--- src/rtl/shr_pkg.sv ---
package shr_pkg;

    typedef enum logic [2:0] {
        OP_ROL  = 3'd0,
        OP_ROR  = 3'd1,
        OP_RCL  = 3'd2,
        OP_RCR  = 3'd3,
        OP_SHL  = 3'd4,
        OP_SHR  = 3'd5,
        OP_NONE = 3'd6,
        OP_SAR  = 3'd7
    } shr_op_e;

    typedef enum logic [1:0] {
        SRC_ONE     = 2'd0,
        SRC_IMM     = 2'd1,
        SRC_REG     = 2'd2,
        SRC_REG_ALT = 2'd3
    } shr_src_e;

    // one flag: update enable plus new value
    typedef struct packed {
        logic we;
        logic val;
    } flag_t;

    typedef struct packed {
        flag_t cf;
        flag_t ovf;
        flag_t sgn;
        flag_t zro;
        flag_t par;
    } flag_set_t;

    localparam flag_t FLAG_KEEP = '{we: 1'b0, val: 1'b0};

    function automatic logic is_rotate(shr_op_e op);
        return (op == OP_ROL) || (op == OP_ROR) || (op == OP_RCL) || (op == OP_RCR);
    endfunction

    function automatic logic is_shift(shr_op_e op);
        return (op == OP_SHL) || (op == OP_SHR) || (op == OP_SAR);
    endfunction

    function automatic flag_t mk_flag(logic en, logic v);
        return '{we: en, val: en & v};
    endfunction

endpackage

--- src/rtl/shr_count_sel.sv ---
module shr_count_sel
    import shr_pkg::*;
#(
    parameter int W     = 8,
    parameter int CIN_W = 8,
    parameter int SHB   = 5
) (
    input  shr_src_e               src,
    input  logic [CIN_W-1:0]       imm,
    input  logic [CIN_W-1:0]       reg_cnt,
    output logic [CIN_W-1:0]       n_rot,
    output logic [CIN_W-1:0]       n_rcx,
    output logic [CIN_W-1:0]       n_sh
);
    localparam logic [CIN_W-1:0] ROT_MASK = CIN_W'(W - 1);
    localparam logic [CIN_W-1:0] SH_MASK  = CIN_W'((1 << SHB) - 1);
    localparam logic [CIN_W-1:0] RCX_MOD  = CIN_W'(W + 1);

    logic [CIN_W-1:0] raw;

    always_comb begin
        case (src)
            SRC_ONE: raw = CIN_W'(1);
            SRC_IMM: raw = imm;
            default: raw = reg_cnt;
        endcase
        n_rot = raw & ROT_MASK;
        n_sh  = raw & SH_MASK;
        n_rcx = n_sh % RCX_MOD;
    end

endmodule

--- src/rtl/shr_rotate.sv ---
module shr_rotate
    import shr_pkg::*;
#(
    parameter int W     = 8,
    parameter int CIN_W = 8
) (
    input  shr_op_e          op,
    input  logic [W-1:0]     val,
    input  logic             cin,
    input  logic [CIN_W-1:0] n_rot,
    input  logic [CIN_W-1:0] n_rcx,
    output logic [W-1:0]     res,
    output logic             active,
    output flag_t            cf_f,
    output flag_t            ovf_f
);
    localparam logic [CIN_W-1:0] SPAN   = CIN_W'(W);
    localparam logic [CIN_W-1:0] SPAN_C = CIN_W'(W + 1);
    localparam logic [CIN_W-1:0] ONE    = CIN_W'(1);

    logic [W:0]       nine;
    logic [W:0]       car_res;
    logic [CIN_W-1:0] n;
    logic             cfv;

    always_comb begin
        nine    = {cin, val};
        car_res = '0;
        res     = val;
        cfv     = 1'b0;
        n       = '0;
        case (op)
            OP_ROL: begin
                n   = n_rot;
                res = (val << n_rot) | (val >> (SPAN - n_rot));
                cfv = res[0];
            end
            OP_ROR: begin
                n   = n_rot;
                res = (val >> n_rot) | (val << (SPAN - n_rot));
                cfv = res[W-1];
            end
            OP_RCL: begin
                n       = n_rcx;
                car_res = (nine << n_rcx) | (nine >> (SPAN_C - n_rcx));
                res     = car_res[W-1:0];
                cfv     = car_res[W];
            end
            OP_RCR: begin
                n       = n_rcx;
                car_res = (nine >> n_rcx) | (nine << (SPAN_C - n_rcx));
                res     = car_res[W-1:0];
                cfv     = car_res[W];
            end
            default: ;
        endcase
        active = (n != '0);
        cf_f   = mk_flag(active, cfv);
        ovf_f  = mk_flag(n == ONE, val[W-1] ^ res[W-1]);
    end

endmodule

--- src/rtl/shr_shift.sv ---
module shr_shift
    import shr_pkg::*;
#(
    parameter int W     = 8,
    parameter int CIN_W = 8
) (
    input  shr_op_e          op,
    input  logic [W-1:0]     val,
    input  logic [CIN_W-1:0] n_sh,
    output logic [W-1:0]     res,
    output logic             active,
    output flag_t            cf_f,
    output flag_t            ovf_f,
    output flag_t            sgn_f,
    output flag_t            zro_f,
    output flag_t            par_f
);
    localparam logic [CIN_W-1:0] ONE = CIN_W'(1);

    logic [W:0]        lt;  // {last out, result}
    logic [W:0]        rt;  // {result, last out}
    logic signed [W:0] at;
    logic              cfv;
    logic              ofv;

    always_comb begin
        lt  = {1'b0, val} << n_sh;
        rt  = {val, 1'b0} >> n_sh;
        at  = signed'({val, 1'b0}) >>> n_sh;
        res = val;
        cfv = 1'b0;
        ofv = 1'b0;
        case (op)
            OP_SHL: begin
                res = lt[W-1:0];
                cfv = lt[W];
                ofv = lt[W-1] ^ lt[W];
            end
            OP_SHR: begin
                res = rt[W:1];
                cfv = rt[0];
                ofv = val[W-1];
            end
            OP_SAR: begin
                res = at[W:1];
                cfv = at[0];
                ofv = 1'b0;
            end
            default: ;
        endcase
        active = is_shift(op) && (n_sh != '0);
        cf_f   = mk_flag(active, cfv);
        ovf_f  = mk_flag(active && (n_sh == ONE), ofv);
        sgn_f  = mk_flag(active, res[W-1]);
        zro_f  = mk_flag(active, res == '0);
        par_f  = mk_flag(active, ~^res);
    end

endmodule

--- src/rtl/shr_byte_unit.sv ---
module shr_byte_unit
    import shr_pkg::*;
#(
    parameter int W     = 8,
    parameter int CIN_W = 8,
    parameter int SHB   = 5
) (
    input  logic             clk,
    input  logic             rst,
    input  logic [2:0]       op_sel,
    input  logic [1:0]       cnt_src,
    input  logic [CIN_W-1:0] cnt_imm,
    input  logic [CIN_W-1:0] cnt_reg,
    input  logic [W-1:0]     operand,
    input  logic             carry_in,
    output logic [W-1:0]     result,
    output logic             wr_en,
    output logic             cf_we,
    output logic             cf_out,
    output logic             of_we,
    output logic             of_out,
    output logic             sf_we,
    output logic             sf_out,
    output logic             zf_we,
    output logic             zf_out,
    output logic             pf_we,
    output logic             pf_out
);
    shr_op_e          op;
    logic [CIN_W-1:0] n_rot, n_rcx, n_sh;
    logic [W-1:0]     rot_res, sh_res;
    logic             rot_act, sh_act;
    flag_t            rot_cf, rot_ovf;
    flag_t            sh_cf, sh_ovf, sh_sgn, sh_zro, sh_par;

    logic [W-1:0]     nxt_res;
    logic             nxt_wr;
    flag_set_t        nxt_flags;

    logic [W-1:0]     q_res;
    logic             q_wr;
    flag_set_t        q_flags;

    assign op = shr_op_e'(op_sel);

    shr_count_sel #(.W(W), .CIN_W(CIN_W), .SHB(SHB)) u_cnt (
        .src     (shr_src_e'(cnt_src)),
        .imm     (cnt_imm),
        .reg_cnt (cnt_reg),
        .n_rot   (n_rot),
        .n_rcx   (n_rcx),
        .n_sh    (n_sh)
    );

    shr_rotate #(.W(W), .CIN_W(CIN_W)) u_rot (
        .op     (op),
        .val    (operand),
        .cin    (carry_in),
        .n_rot  (n_rot),
        .n_rcx  (n_rcx),
        .res    (rot_res),
        .active (rot_act),
        .cf_f   (rot_cf),
        .ovf_f  (rot_ovf)
    );

    shr_shift #(.W(W), .CIN_W(CIN_W)) u_sh (
        .op     (op),
        .val    (operand),
        .n_sh   (n_sh),
        .res    (sh_res),
        .active (sh_act),
        .cf_f   (sh_cf),
        .ovf_f  (sh_ovf),
        .sgn_f  (sh_sgn),
        .zro_f  (sh_zro),
        .par_f  (sh_par)
    );

    always_comb begin
        nxt_res   = operand;
        nxt_wr    = 1'b0;
        nxt_flags = '{cf: FLAG_KEEP, ovf: FLAG_KEEP, sgn: FLAG_KEEP,
                      zro: FLAG_KEEP, par: FLAG_KEEP};
        if (is_rotate(op) && rot_act) begin
            nxt_res       = rot_res;
            nxt_wr        = 1'b1;
            nxt_flags.cf  = rot_cf;
            nxt_flags.ovf = rot_ovf;
        end else if (sh_act) begin
            nxt_res   = sh_res;
            nxt_wr    = 1'b1;
            nxt_flags = '{cf: sh_cf, ovf: sh_ovf, sgn: sh_sgn,
                          zro: sh_zro, par: sh_par};
        end
    end

    always_ff @(posedge clk) begin
        if (rst) begin
            q_res   <= '0;
            q_wr    <= 1'b0;
            q_flags <= '0;
        end else begin
            q_res   <= nxt_res;
            q_wr    <= nxt_wr;
            q_flags <= nxt_flags;
        end
    end

    assign result = q_res;
    assign wr_en  = q_wr;
    assign cf_we  = q_flags.cf.we;
    assign cf_out = q_flags.cf.val;
    assign of_we  = q_flags.ovf.we;
    assign of_out = q_flags.ovf.val;
    assign sf_we  = q_flags.sgn.we;
    assign sf_out = q_flags.sgn.val;
    assign zf_we  = q_flags.zro.we;
    assign zf_out = q_flags.zro.val;
    assign pf_we  = q_flags.par.we;
    assign pf_out = q_flags.par.val;

    a_r1_reset_clear: assert property (@(posedge clk)
        $past(rst) |-> (!wr_en && result == '0 && !cf_we && !of_we));

    a_r9_quiet_when_idle: assert property (@(posedge clk) disable iff (rst)
        !wr_en |-> !(cf_we || of_we || sf_we || zf_we || pf_we));

    a_r9_operand_kept: assert property (@(posedge clk) disable iff (rst)
        (!wr_en && !$past(rst)) |-> (result == $past(operand)));

    a_r10_disabled_zero: assert property (@(posedge clk) disable iff (rst)
        !(( !cf_we && cf_out) || (!of_we && of_out) || (!sf_we && sf_out) ||
          (!zf_we && zf_out) || (!pf_we && pf_out)));

    a_r6_rotate_no_szp: assert property (@(posedge clk) disable iff (rst)
        (wr_en && !$past(rst) && !$past(op_sel[2])) |-> (!sf_we && !zf_we && !pf_we));

    a_r3_rol_carry: assert property (@(posedge clk) disable iff (rst)
        (wr_en && !$past(rst) && $past(op_sel) == 3'd0) |-> (cf_out == result[0]));

    a_r8_parity: assert property (@(posedge clk) disable iff (rst)
        pf_we |-> (pf_out == ~^result));

    a_r8_sar_of_clear: assert property (@(posedge clk) disable iff (rst)
        (of_we && !$past(rst) && $past(op_sel) == 3'd7) |-> !of_out);

endmodule

--- config.mk ---
export PLATFORM = sky130hd
export DESIGN_NAME = shr_byte_unit
export DESIGN_NICKNAME = d
export VERILOG_FILES = /design/src/rtl/shr_pkg.sv /design/src/rtl/shr_count_sel.sv /design/src/rtl/shr_rotate.sv /design/src/rtl/shr_shift.sv /design/src/rtl/shr_byte_unit.sv
export SDC_FILE = /design/constraint.sdc
export NUM_CORES = 1
export LEC_CHECK = 0
export BUFFER_PORTS_ARGS = -buffer_cell sky130_fd_sc_hd__clkbuf_2
export CORE_UTILIZATION = 40
export CTS_CLUSTER_DIAMETER = 120
export DETAILED_ROUTE_END_ITERATION = 6
export SLEW_MARGIN = 10
export SYNTH_ARGS = -nofsm -noshare
export SYNTH_HDL_FRONTEND = slang
export SYNTH_HIERARCHICAL = 1
export SYNTH_SLANG_ARGS = --single-unit
--- constraint.sdc ---
create_clock -name clk -period 4.1 [get_ports clk]
set_clock_uncertainty 0.05 [all_clocks]
set_input_delay 0 -clock clk [delete_from_list [all_inputs] [get_ports clk]]
set_output_delay 0 -clock clk [all_outputs]
set_load 0.05 [all_outputs]
==> out/results.ini <==
[synthesis]
yosysSeqAreaShare_pct = 7.00
ys_ff_latch = 19
synth_ff_type = dfxtp_1
yosysMostFrequentCell = nand2_1
ys_types = 97
yosys.area.top_type = mux2i_1
synthCells = 747
synth_common_cells = nand2_1, nor2_1, mux2i_1, a21oi_1, o21ai_0
syn_area_sq_um = 5440
synthTopCellsByArea = mux2i_1, dfxtp_1, mux4_2, nand2_1, nor2_1
synth_edf_count = 0
ys_warn_count = 6
async_flop_share_pct = 0
netlist.area_leader.share_pct = 9.76
avgSynthCellArea_sq_um = 7.28

[finish]
num_antenna_cells = 0
seq_area_sq_um = 380
multi_input_area_sq_um = 4530
final_cells = 942
post-route-util_pct = 44.5
final_net_count = 807
area_delta_synth_final_pct = 8.47
fill_cells = 1385
drive_gt1_share_pct = 21.9

[clocking]
cts_tree = built
h-tree-depth = 1
cts_made_buffers = 3
cts.clk_slew.worst_paths_ns = 0.05
postCtsHoldBufs = 0
ctsRootBufferMaster = clkbuf_16
cts_sinks = 19
clock_path_buffers = 2

[worst_setup_path]
required_ns = 4.22
start_kind = input pin
endpoint_kind = register
critPathMaxStageDelay_ns = 0.45
cp.arrival_ns = 3.95
crit_type = in2reg
critPathSlowestCell = a2111oi_1
crit_fanout = 8
path_cells = clkbuf_2 -> buf_4 -> nand3b_1 -> o31ai_1 -> a21oi_1 -> ha_1 -> nor2b_1 -> maj3_2 -> o22ai_1 -> a21oi_2 -> inv_1 -> ha_1 -> nor4bb_1 -> o21bai_1 -> a22o_1 -> a2111oi_1 -> buf_4 -> o211ai_1 -> o211ai_1 -> nor3b_1 -> a211oi_2

[floorplan]
num_rows = 42
dieArea_sq_um = 14100
io_pins = 51
die_height_um = 119
die_width_um = 119
start_util_pct = 41.0
core_area_sq_um = 13200

[global_routing]
grt_pass1_wl_um = 30200
track_usage_pct = 26.4
grt_pass1_vias = 5684
grt_max_degree = 46
antenna_found_initial = 0
grt-ovfl-total = 0

[timing]
min_period_over_period_pct = 93.4
setup_violations = 0
finalCriticalPeriod_ns = 3.83
max_slew_margin_pct = 17.2
fmax_mhz = 261
setup_tns_ns = 0
rsz0062_at_grt = no
fin_ws_ns = 0.270
tightest_slew_ns = 1.23
maxSlewViolCount = 0
hold_viol_final = 0

[drt]
post-route-drc-count = 1
top_layer = met4
vias_per_cell = 6.57
wl_met1_um = 8310
ant_nets = 0
firstDrtPassIters = 7
drtIter0Drc = 880
wl_met3_um = 1470
wl_met2_um = 8770
dr_total_vias = 6186
wire_per_inst_um = 20.4
totalWireLength_um = 19200

[run_status]
violations = design-rule violations
status = finished, violations left

[place]
hpwl_um = 13900
pre_cts_slack_ns = 0.0738
io_buffers = 44
globalplace.congestion = 0.976
dp.cells = 938

[power_and_ir_drop]
power_leakage_nw = 2.42
ir_drop_mv = 0.134
power_density_nw_per_um2 = 245
fin_total_pwr_mw = 1.44

[worst_hold_path]
hp-class = in2reg

[run]
maxCapViolations = 0

sequential cells by signal, indices dropped and copies added (netlist names):
name,cells
result,8
cf_we,1
pf_we,1
of_we,1
pf_out,1
sf_we,1
wr_en,1
zf_we,1
sf_out,1
of_out,1
cf_out,1
zf_out,1
placed cells by master, fill, tap and decap left out, types with 9 or more instances in the layout:
| cell type | synthesis | final |
|---|---|---|
| nand2_1 | 72 | 72 |
| nor2_1 | 67 | 67 |
| mux2i_1 | 53 | 53 |
| buf_4 | 23 | 46 |
| clkbuf_2 | 1 | 44 |
| a21oi_1 | 36 | 35 |
| o21ai_0 | 32 | 31 |
| nor3_1 | 27 | 26 |
| nand3_1 | 24 | 24 |
| inv_1 | 23 | 23 |
| dfxtp_1 | 19 | 19 |
| nand2b_1 | 18 | 18 |
| a31oi_1 | 17 | 17 |
| and3_1 | 15 | 15 |
| mux4_2 | 15 | 15 |
| nor3b_1 | 13 | 13 |
| a211oi_1 | 13 | 13 |
| mux2_2 | 10 | 10 |
| nor2b_1 | 9 | 9 |
| nor4_1 | 9 | 9 |
worst max-delay path: cells and delay by family:
| kind | cells | cell delay [ns] |
|---|---|---|
| compound gates | 10 | 1.75 |
| fa+ha+maj | 3 | 0.82 |
| buf+inv | 4 | 0.74 |
| simple gates | 4 | 0.66 |
path summary, 6_finish.rpt:
path              startpoint              endpoint  slack (ns)  depth (start not counted)
setup / recovery  cnt_src[1]  result[5]$_SDFF_PP0_        0.27                         21
hold / removal           rst  result[6]$_SDFF_PP0_        0.11                          2
metal layers:
layer	vias up	track usage [%]
met3	55	2.70
met5	-	0
met2	371	43.2
li1	2827	-
met1	2933	35.5
met4	0	10.3
through the flow:
stage | cell area [sq um] | hold WS, ns
floorplan | 5460 | 0.216
global placement | 5810 | 0.354
detailed placement | 5810 | 0.361
finish | 5900 | 0.107
CTS | 5890 | 0.100
global route | 5900 | 0.117
where the power goes:
part / switching [mW] / total, mW / leakage, nW / internal [mW]
logic: 0.638 / 1.05 / 2.22 / 0.408
clock network: 0.0665 / 0.197 / 0.0409 / 0.131
registers: 0.00368 / 0.199 / 0.156 / 0.196
kinds of logic (layout without fill, tap and decap cells):
kind of cell    after synthesis  after routing  synth area share (%)
buf+inv                     110            122                  10.9
compound gates              214            214                  29.4
mux                          82             82                  19.5
flops                        19             19                  7.00
simple gates                299            299                  28.8
xor+xnor                     13             13                  2.23
other cells                   1              8                0.0690
fa+ha+maj                     9              9                  2.05
layout make-up:
class | instances | share of cell area (%)
clock inverter | 1 | 0.0849
tap | 176 | 3.74
sequential | 19 | 6.45
timing repair buffer | 91 | 9.93
clock buffer | 3 | 1.27
inverter | 27 | 1.76
multi-input combinational | 625 | 76.8
timing repair:
item / 4_1_cts / 5_1_grt
setup endpoints to repair: 0 / 4
resized for setup: 0 / 4
setup buffers: 0 / 0
hold endpoints to repair: 0 / 0
No activity file was read; power rests on OpenSTA's default activity.
